`src/rtl/hwt_pkg.sv`:
```
package hwt_pkg;

  // Strobes resolved by the control module and consumed by the datapath.
  typedef struct packed {
    logic irLoad;   // capture the instruction word
    logic cntStep;  // advance the sequence counter
    logic cntZero;  // return the sequence counter to zero
  } hwt_strobe_t;

endpackage

```
`src/rtl/hwt_onehot_dec.sv`:
```
module hwt_onehot_dec #(
  parameter int SEL_W = 3,
  localparam int N = 1 << SEL_W
) (
  input  logic [SEL_W-1:0] sel,
  output logic [N-1:0]     lines
);

  for (genvar i = 0; i < N; i++) begin : g_line
    assign lines[i] = (sel == SEL_W'(i));
  end

endmodule

```
`src/rtl/hwt_seq_ctrl.sv`:
```
module hwt_seq_ctrl
  import hwt_pkg::*;
(
  input  logic        loadInstr,
  input  logic        seqInc,
  input  logic        seqClr,
  output hwt_strobe_t strobes
);

  // Clear wins over increment; a load is independent of both.
  always_comb begin
    strobes         = '0;
    strobes.irLoad  = loadInstr;
    strobes.cntZero = seqClr;
    strobes.cntStep = seqInc && !seqClr;
  end

endmodule

```
`src/rtl/hwt_datapath.sv`:
```
module hwt_datapath
  import hwt_pkg::*;
#(
  parameter int WORD_W = 16,
  parameter int OP_W   = 3,
  parameter int CNT_W  = 4,
  localparam int ADDR_W = WORD_W - OP_W - 1,
  localparam int NUM_OP = 1 << OP_W,
  localparam int NUM_T  = 1 << CNT_W
) (
  input  logic              clk,
  input  logic              rstN,
  input  hwt_strobe_t       strobes,
  input  logic [WORD_W-1:0] instrIn,
  output logic [NUM_OP-1:0] opLines,
  output logic              indirectBit,
  output logic [ADDR_W-1:0] addrField,
  output logic [NUM_T-1:0]  timeLines
);

  localparam int IND_POS = WORD_W - 1;
  localparam int BODY_W  = WORD_W - 1;

  logic [BODY_W-1:0] irBody;
  logic              indFlop;
  logic [CNT_W-1:0]  seqCount;

  always_ff @(posedge clk or negedge rstN) begin
    if (!rstN) begin
      irBody  <= '0;
      indFlop <= 1'b0;
    end else if (strobes.irLoad) begin
      irBody  <= instrIn[BODY_W-1:0];
      indFlop <= instrIn[IND_POS];
    end
  end

  always_ff @(posedge clk or negedge rstN) begin
    if (!rstN) begin
      seqCount <= '0;
    end else if (strobes.cntZero) begin
      seqCount <= '0;
    end else if (strobes.cntStep) begin
      seqCount <= seqCount + CNT_W'(1);
    end
  end

  hwt_onehot_dec #(.SEL_W(OP_W)) u_opDec (
    .sel   (irBody[BODY_W-1:ADDR_W]),
    .lines (opLines)
  );

  hwt_onehot_dec #(.SEL_W(CNT_W)) u_timeDec (
    .sel   (seqCount),
    .lines (timeLines)
  );

  assign indirectBit = indFlop;
  assign addrField   = irBody[ADDR_W-1:0];

endmodule

```
`src/rtl/hw_timing_front.sv`:
```
module hw_timing_front
  import hwt_pkg::*;
#(
  parameter int WORD_W = 16,
  parameter int OP_W   = 3,
  parameter int CNT_W  = 4,
  localparam int ADDR_W = WORD_W - OP_W - 1,
  localparam int NUM_OP = 1 << OP_W,
  localparam int NUM_T  = 1 << CNT_W
) (
  input  logic              clk,
  input  logic              rstN,
  input  logic              loadInstr,
  input  logic [WORD_W-1:0] instrIn,
  input  logic              seqInc,
  input  logic              seqClr,
  output logic [NUM_OP-1:0] opLines,
  output logic              indirectBit,
  output logic [ADDR_W-1:0] addrField,
  output logic [NUM_T-1:0]  timeLines
);

  hwt_strobe_t strobes;

  hwt_seq_ctrl u_ctrl (
    .loadInstr (loadInstr),
    .seqInc    (seqInc),
    .seqClr    (seqClr),
    .strobes   (strobes)
  );

  hwt_datapath #(
    .WORD_W (WORD_W),
    .OP_W   (OP_W),
    .CNT_W  (CNT_W)
  ) u_dp (
    .clk         (clk),
    .rstN        (rstN),
    .strobes     (strobes),
    .instrIn     (instrIn),
    .opLines     (opLines),
    .indirectBit (indirectBit),
    .addrField   (addrField),
    .timeLines   (timeLines)
  );

endmodule

```
`config.mk`:
```
export PLATFORM = sky130hd
export DESIGN_NAME = hw_timing_front
export DESIGN_NICKNAME = d
export VERILOG_FILES = /design/src/rtl/hwt_pkg.sv /design/src/rtl/hwt_onehot_dec.sv /design/src/rtl/hwt_seq_ctrl.sv /design/src/rtl/hwt_datapath.sv /design/src/rtl/hw_timing_front.sv
export SDC_FILE = /design/constraint.sdc
export NUM_CORES = 1
export LEC_CHECK = 0
export BUFFER_PORTS_ARGS = -buffer_cell sky130_fd_sc_hd__buf_2
export CAP_MARGIN = 5
export CORE_MARGIN = 3
export CORE_UTILIZATION = 37
export CTS_CLUSTER_DIAMETER = 60
export CTS_CLUSTER_SIZE = 25
export DETAILED_ROUTE_END_ITERATION = 12
export PLACE_DENSITY = 0.7
export REMOVE_ABC_BUFFERS = 1
export SLEW_MARGIN = 30
export SYNTH_ARGS = -nofsm -noshare
export SYNTH_HDL_FRONTEND = slang
export SYNTH_SLANG_ARGS = --single-unit
```
`constraint.sdc`:
```
create_clock -name clk -period 1 [get_ports clk]
set_input_delay 0.1 -clock clk [delete_from_list [all_inputs] [get_ports clk]]
set_output_delay 0.1 -clock clk [all_outputs]
set_load 0.005 [all_outputs]
```
# [Word-level counts from Yosys, hierarchy flattened]
# Index checks and enable logic that the tools add are counted.
[word_totals] output_inout_bits=37 regBits=20 in_bits=21
[classes] add_sub_neg=1 reduce_logical=5 n_eq_ne=22 mux=2
[op_table] cell="$eq 4x4->1 const B" count=8
[op_table] cell="$eq 4x3->1 const B" count=4
[op_table] cell="$eq 3x3->1 const B" count=4
[op_table] cell="$eq 4x2->1 const B" count=2
[op_table] cell="$mux 4" count=2
[op_table] cell="$eq 3x2->1 const B" count=2
[op_table] cell="$add 4x1->4 const B" count=1
[op_table] cell="$eq 4x1->1 const B" count=1
[op_table] cell="$logic_not 4->1" count=1
[op_table] cell="$eq 3x1->1 const B" count=1
[op_table] cell="$logic_not 3->1" count=1
[op_table] cell="$reduce_bool 2->1" count=1
[op_table] cell="$logic_and 1x1->1" count=1
[op_table] cell="$logic_not 1->1" count=1

# [Depth between registers and ports, before layout]
[logic_depth] word_depth=4 mapped_depth=4

# [Modules after synthesis]
# Synthesis repeated with hierarchy kept, for this count alone.
[unflattened] cells_unflattened=93 hier_area_um2=1243.7
[by_module_without_submodules] module="hwt_datapath" seq_area_each_um2=500.5 n_inst=1 area_per_inst_um2=923.4 cells_per_inst=62
[by_module_without_submodules] module="hwt_onehot_dec at u_dp.u_timeDec" seq_area_each_um2=0.0 n_inst=1 area_per_inst_um2=226.5 cells_per_inst=20
[by_module_without_submodules] module="hwt_onehot_dec at u_dp.u_opDec" seq_area_each_um2=0.0 n_inst=1 area_per_inst_um2=65.1 cells_per_inst=8
[by_module_without_submodules] module="hwt_seq_ctrl" seq_area_each_um2=0.0 n_inst=1 area_per_inst_um2=28.8 cells_per_inst=3

# [Worst setup path before layout]
# Ideal clock, no wire load.
[synth_path] path_type="register to register" from="register u_dp.seqCount[0]" to="register u_dp.seqCount[2]" path_slack_ns=-0.038 arrival_time_ns=0.960 stages_incl_launch_ff=4 n_path_buf=0 period_less_slack_ns=1.038 required_ns=0.923 path_cell_list="dfrtp_1 -> ha_1 -> a21bo_2 -> a21oi_1"
[synth_via] elab_chain_cells=3
[synth_rtl] element="start, declared" line_no="hwt_datapath.sv:26" text="logic [CNT_W-1:0] seqCount;"
[synth_rtl] element="start signal, assigned" line_no="hwt_datapath.sv:44" text="seqCount <= seqCount + CNT_W'(1);"
[synth_rtl] element="$add 4x1->4" line_no="hwt_datapath.sv:44"
[synth_rtl] element="$mux 4" line_no="hwt_datapath.sv:43" text="end else if (strobes.cntStep) begin"
[synth_rtl] element="$mux 4" line_no="hwt_datapath.sv:41" text="end else if (strobes.cntZero) begin"
# Every way passes these cells. The select of a mux whose other input is x is not followed.
# A chain may end at the register's enable or synchronous reset.

# [Worst setup path after layout]
[layout_path] from="register u_dp.seqCount[1]" to="output port timeLines[12]"
[layout_via] elab_chain_cells=1
[layout_rtl] element="$eq 4x4->1" line_no="hwt_onehot_dec.sv:10" text="assign lines[i] = (sel == SEL_W'(i));"
[layout_rtl] element="end, declared" line_no="hw_timing_front.sv:20" text="output logic [NUM_T-1:0] timeLines"
# Every way passes these cells.

==> summary.md <==
| Metric | Value |
|---|---|
| Status | finished with violations |
| Violated checks | setup timing |
| Register Area | 508 sq um |
| Net Sw Frac | 26.2% |
| Share of the synthesized area in the top cell type | a little over two fifths |
| DR vias/cell | 4.75 |
| Grt met3 use | under 10% |
| Routed len/inst | around 14 um |
| CTS Buffer Depth | 2 |
| Die width | 61.7 um |
| Clock power share | 23.4% |
| Post-DP HPWL | between 1.5 and 2 mm |
| Worst setup EP type | output port |
| CTS H-Tree Depth | 1 |
| Critical path buffers and inverters | 2 |
| GR Util met2 | around 24% |
| Tmin final | 1.37 ns |
| Nets | between 150 and 200 |
| Worst hold endpoint | u_dp.irBody[14]$_DFFE_PN0P_ |
| Total GRT Usage | 14.2% |
| P_leak | 0.916 nW |
| Fillers | 247 |
| DIE AREA | 3810 sq um |
| CTS tree | yes |
| Hold depth | 2 |
| Yosys reg bits | 20 |
| Internal power | 1.47 mW |
| IO buf count | 57 |
| Setup ws final | -0.370 ns |
| Max Freq | 730 MHz |
| Final WL | 2.63 mm |
| Final setup viols | 31 |
| Avg Inst Size Synth | 12.1 sq um |
| Via count | 912 |
| Routing usage on met1 | between 15 and 20% |
| Root buffer cell | clkbuf_4 |
| Initial core utilization | about two fifths |
| R2R setup slack | -0.17 ns |
| Gpl congestion | 0.693 |
| P&R area growth vs syn | 56.3% |
| Largest net degree at the start of global routing | 21 |
| Min-delay src | instrIn[14] |
| Register area share after synthesis | approximately 44% |
| CP top delay family | flip-flops |
| Dominant cell type by area after synthesis | dfrtp_1 |
| Post-route antenna net violation count | 0 |
| Gate power share | 28.4% |
| Share of layout cells above drive strength 1 | between 70% and 80% |
| Vias in the first global route | 898 |
| Post-Layout Inst Area | around 1800 sq um |
| Total gr overflow | 0 |
| CP Launch Type | register |
| Worst slew pin tran | around 0.44 ns |
| Final worst-path cycle share | 137% |
| ANT cells | 0 |
| Reg-to-Reg Start | u_dp.seqCount[0]$_DFFE_PN0P_ |
| Die height | just over 60 um |
| Netlist Area Pre-Place | between 1000 and 1500 sq um |
| Total of max-cap violations | 0 |
| Sequential share of power | 48.3% |
| CP max stage cell | dfrtp_2 |
| DRC | 0 |
| Synth unique cells | 23 |
| Synth warn | 0 |
| First-pass GRT wire length | 4.07 mm |
| CTS Buf Count | 3 |
| Multi-input combinational cell area | between 600 and 700 sq um |
| Row count | 19 |
| Clock Pin Slew Worst Setup and Hold Paths | 0.12 ns |
| CTS sink count | 20 |
| Finished Layout Cells | 192 |
| Pwr Total | 1.99 mW |
| Crit-path max FO | 4 |
| PwrDens | between 1000 and 1500 nW/um^2 |
| Sw Pwr | 520 uW |
| Worst Skew | 0.0101 ns |
| RSZ-0062 raised after global routing | true |
| Critical path arrival | 1.27 ns |
| Final hold violations | 0 |
| Dpl cell area | around 1400 sq um |
| Worst r2r path cells | 3 |
| Placed cell count | 173 |
| GR peak layer | met2 |
| Initial antenna violation count | 0 |
| Post-Synthesis Cells | 95 |
| Core area | 2850 sq um |
| IO Count | 58 |
| Worst hold path class | input port to register |
| Largest cells by area after synthesis | dfrtp_1, mux2_4, buf_4, and2_1, mux2_2 |
| Crit path kind | register to output port |
| Pins Over Slew Limit | 0 |
| First-pass iteration count of the detailed router | 2 |
| CP peak stage delay | slightly below 0.5 ns |
| Crit path required time | approximately 0.9 ns |
| Initial DRC count | 20 |
| Peak VDD IR | 788 uV |
| Crit path cell chain | inv_4, ha_4, and3_4, buf_6 |
| Reg2reg end | u_dp.seqCount[3]$_DFFE_PN0P_ |
| Worst slew margin | a little under three quarters |
| Clk Latency, worst-skew pair | 0.30 ns |
[power groups by stage]
| stage | Combinational, mW | Clock (mW) | Sequential [mW] |
|---|---|---|---|
| 3_5_place_dp | 0.379 | 0 | 0.957 |
| 2_1_floorplan | 0.170 | 0 | 0.956 |
| 6_report | 0.564 | 0.464 | 0.960 |
| 3_3_place_gp | 0.367 | 0 | 0.954 |
| 4_1_cts | 0.506 | 0.476 | 0.952 |
| 5_1_grt | 0.621 | 0.507 | 0.973 |
[cell usage in the layout (no fill, tap or decap), types with 2 or more instances in the layout]
master         instances
and2_1                 8
and2_4                 4
and3_4                 5
and3b_1                2
buf_2                 48
buf_4                  7
buf_6                 18
clkbuf_4               3
dfrtp_1               14
dfrtp_2                6
dlygate4sd3_1          2
ha_4                   4
inv_4                  2
mux2_2                 6
mux2_4                11
nor2_1                 4
nor3b_2                2
[what timing repair did]
action,CTS,global route
endpoints found under the setup margin,27,30
gates resized for setup,44,19
hold buffers,2,0
hold endpoints to repair,21,0
pin swaps,10,8
buffers inserted,12,4
[registers in the layout, summed over array words and instances, names as in the netlist]
signal            flops
u_dp.indirectBit      1
u_dp.seqCount         4
u_dp.irBody          15
[Yosys cell counts]
cell type	number
nor3b_1	3
ha_1	4
nand4_1	1
a21oi_1	1
and3b_1	2
and3_1	3
and2_1	12
nor2b_1	2
a21bo_2	1
mux2i_1	1
nor2_1	5
and2b_1	1
nand2_1	1
buf_6	2
and3_2	2
mux2_4	11
xnor2_1	1
mux2_2	6
nand3b_1	1
buf_4	12
nor3_1	1
dfrtp_1	20
inv_1	2
[per-stage QoR]
stage,util (%),hold WS [ns],TNS [ns],worst slack (ns)
5_1_grt,62.9,0.0163,-9.96,-0.436
2_1_floorplan,-,-0.196,-0.0596,-0.0379
3_5_place_dp,49.1,0.0716,-1.43,-0.153
3_3_place_gp,49.1,0.0639,-0.765,-0.0968
4_1_cts,60.0,0.0170,-8.12,-0.386
6_report,62.9,0.0204,-8.31,-0.370
[routing by layer]
layer	share of wire (%)	vias to the layer above	routed length (um)
li1	-	439	-
met1	40	428	1060
met2	51	43	1350
met3	8.0	2	211
met4	0.57	0	15
met5	0	-	0
[how the worst max path moves through the flow]
| stage | startpoint | endpoint | slack, ns | cells after the start |
|---|---|---|---|---|
| floorplan | u_dp.seqCount[0]$_DFFE_PN0P_ | u_dp.seqCount[2]$_DFFE_PN0P_ | -0.04 | 3 |
| global placement | u_dp.seqCount[0]$_DFFE_PN0P_ | timeLines[14] | -0.1 | 4 |
| detailed placement | u_dp.seqCount[0]$_DFFE_PN0P_ | timeLines[14] | -0.15 | 4 |
| CTS | u_dp.seqCount[1]$_DFFE_PN0P_ | timeLines[12] | -0.39 | 4 |
| global route | u_dp.seqCount[0]$_DFFE_PN0P_ | timeLines[12] | -0.44 | 4 |
| finish | u_dp.seqCount[1]$_DFFE_PN0P_ | timeLines[12] | -0.37 | 4 |
[cells by family after synthesis]
family                   count (synthesis)  share of synthesized area (%)
AND/OR/NAND/NOR                         34                           18.3
multiplexers                            18                           21.2
AO/OA/AOI/OAI                            2                           1.31
XOR/XNOR                                 1                          0.763
buffers and inverters                   16                           10.5
flip-flops                              20                           43.6
adder cells (fa/ha/maj)                  4                           4.36
[layout make-up]
type / count / area share, %
sequential: 20 / 28.3
multi-input combinational: 59 / 36.9
tap: 31 / 2.16
inverter: 2 / 0.698
timing repair buffer: 76 / 29.9
clock buffer: 4 / 2.02
No activity file was read; power rests on OpenSTA's default activity.
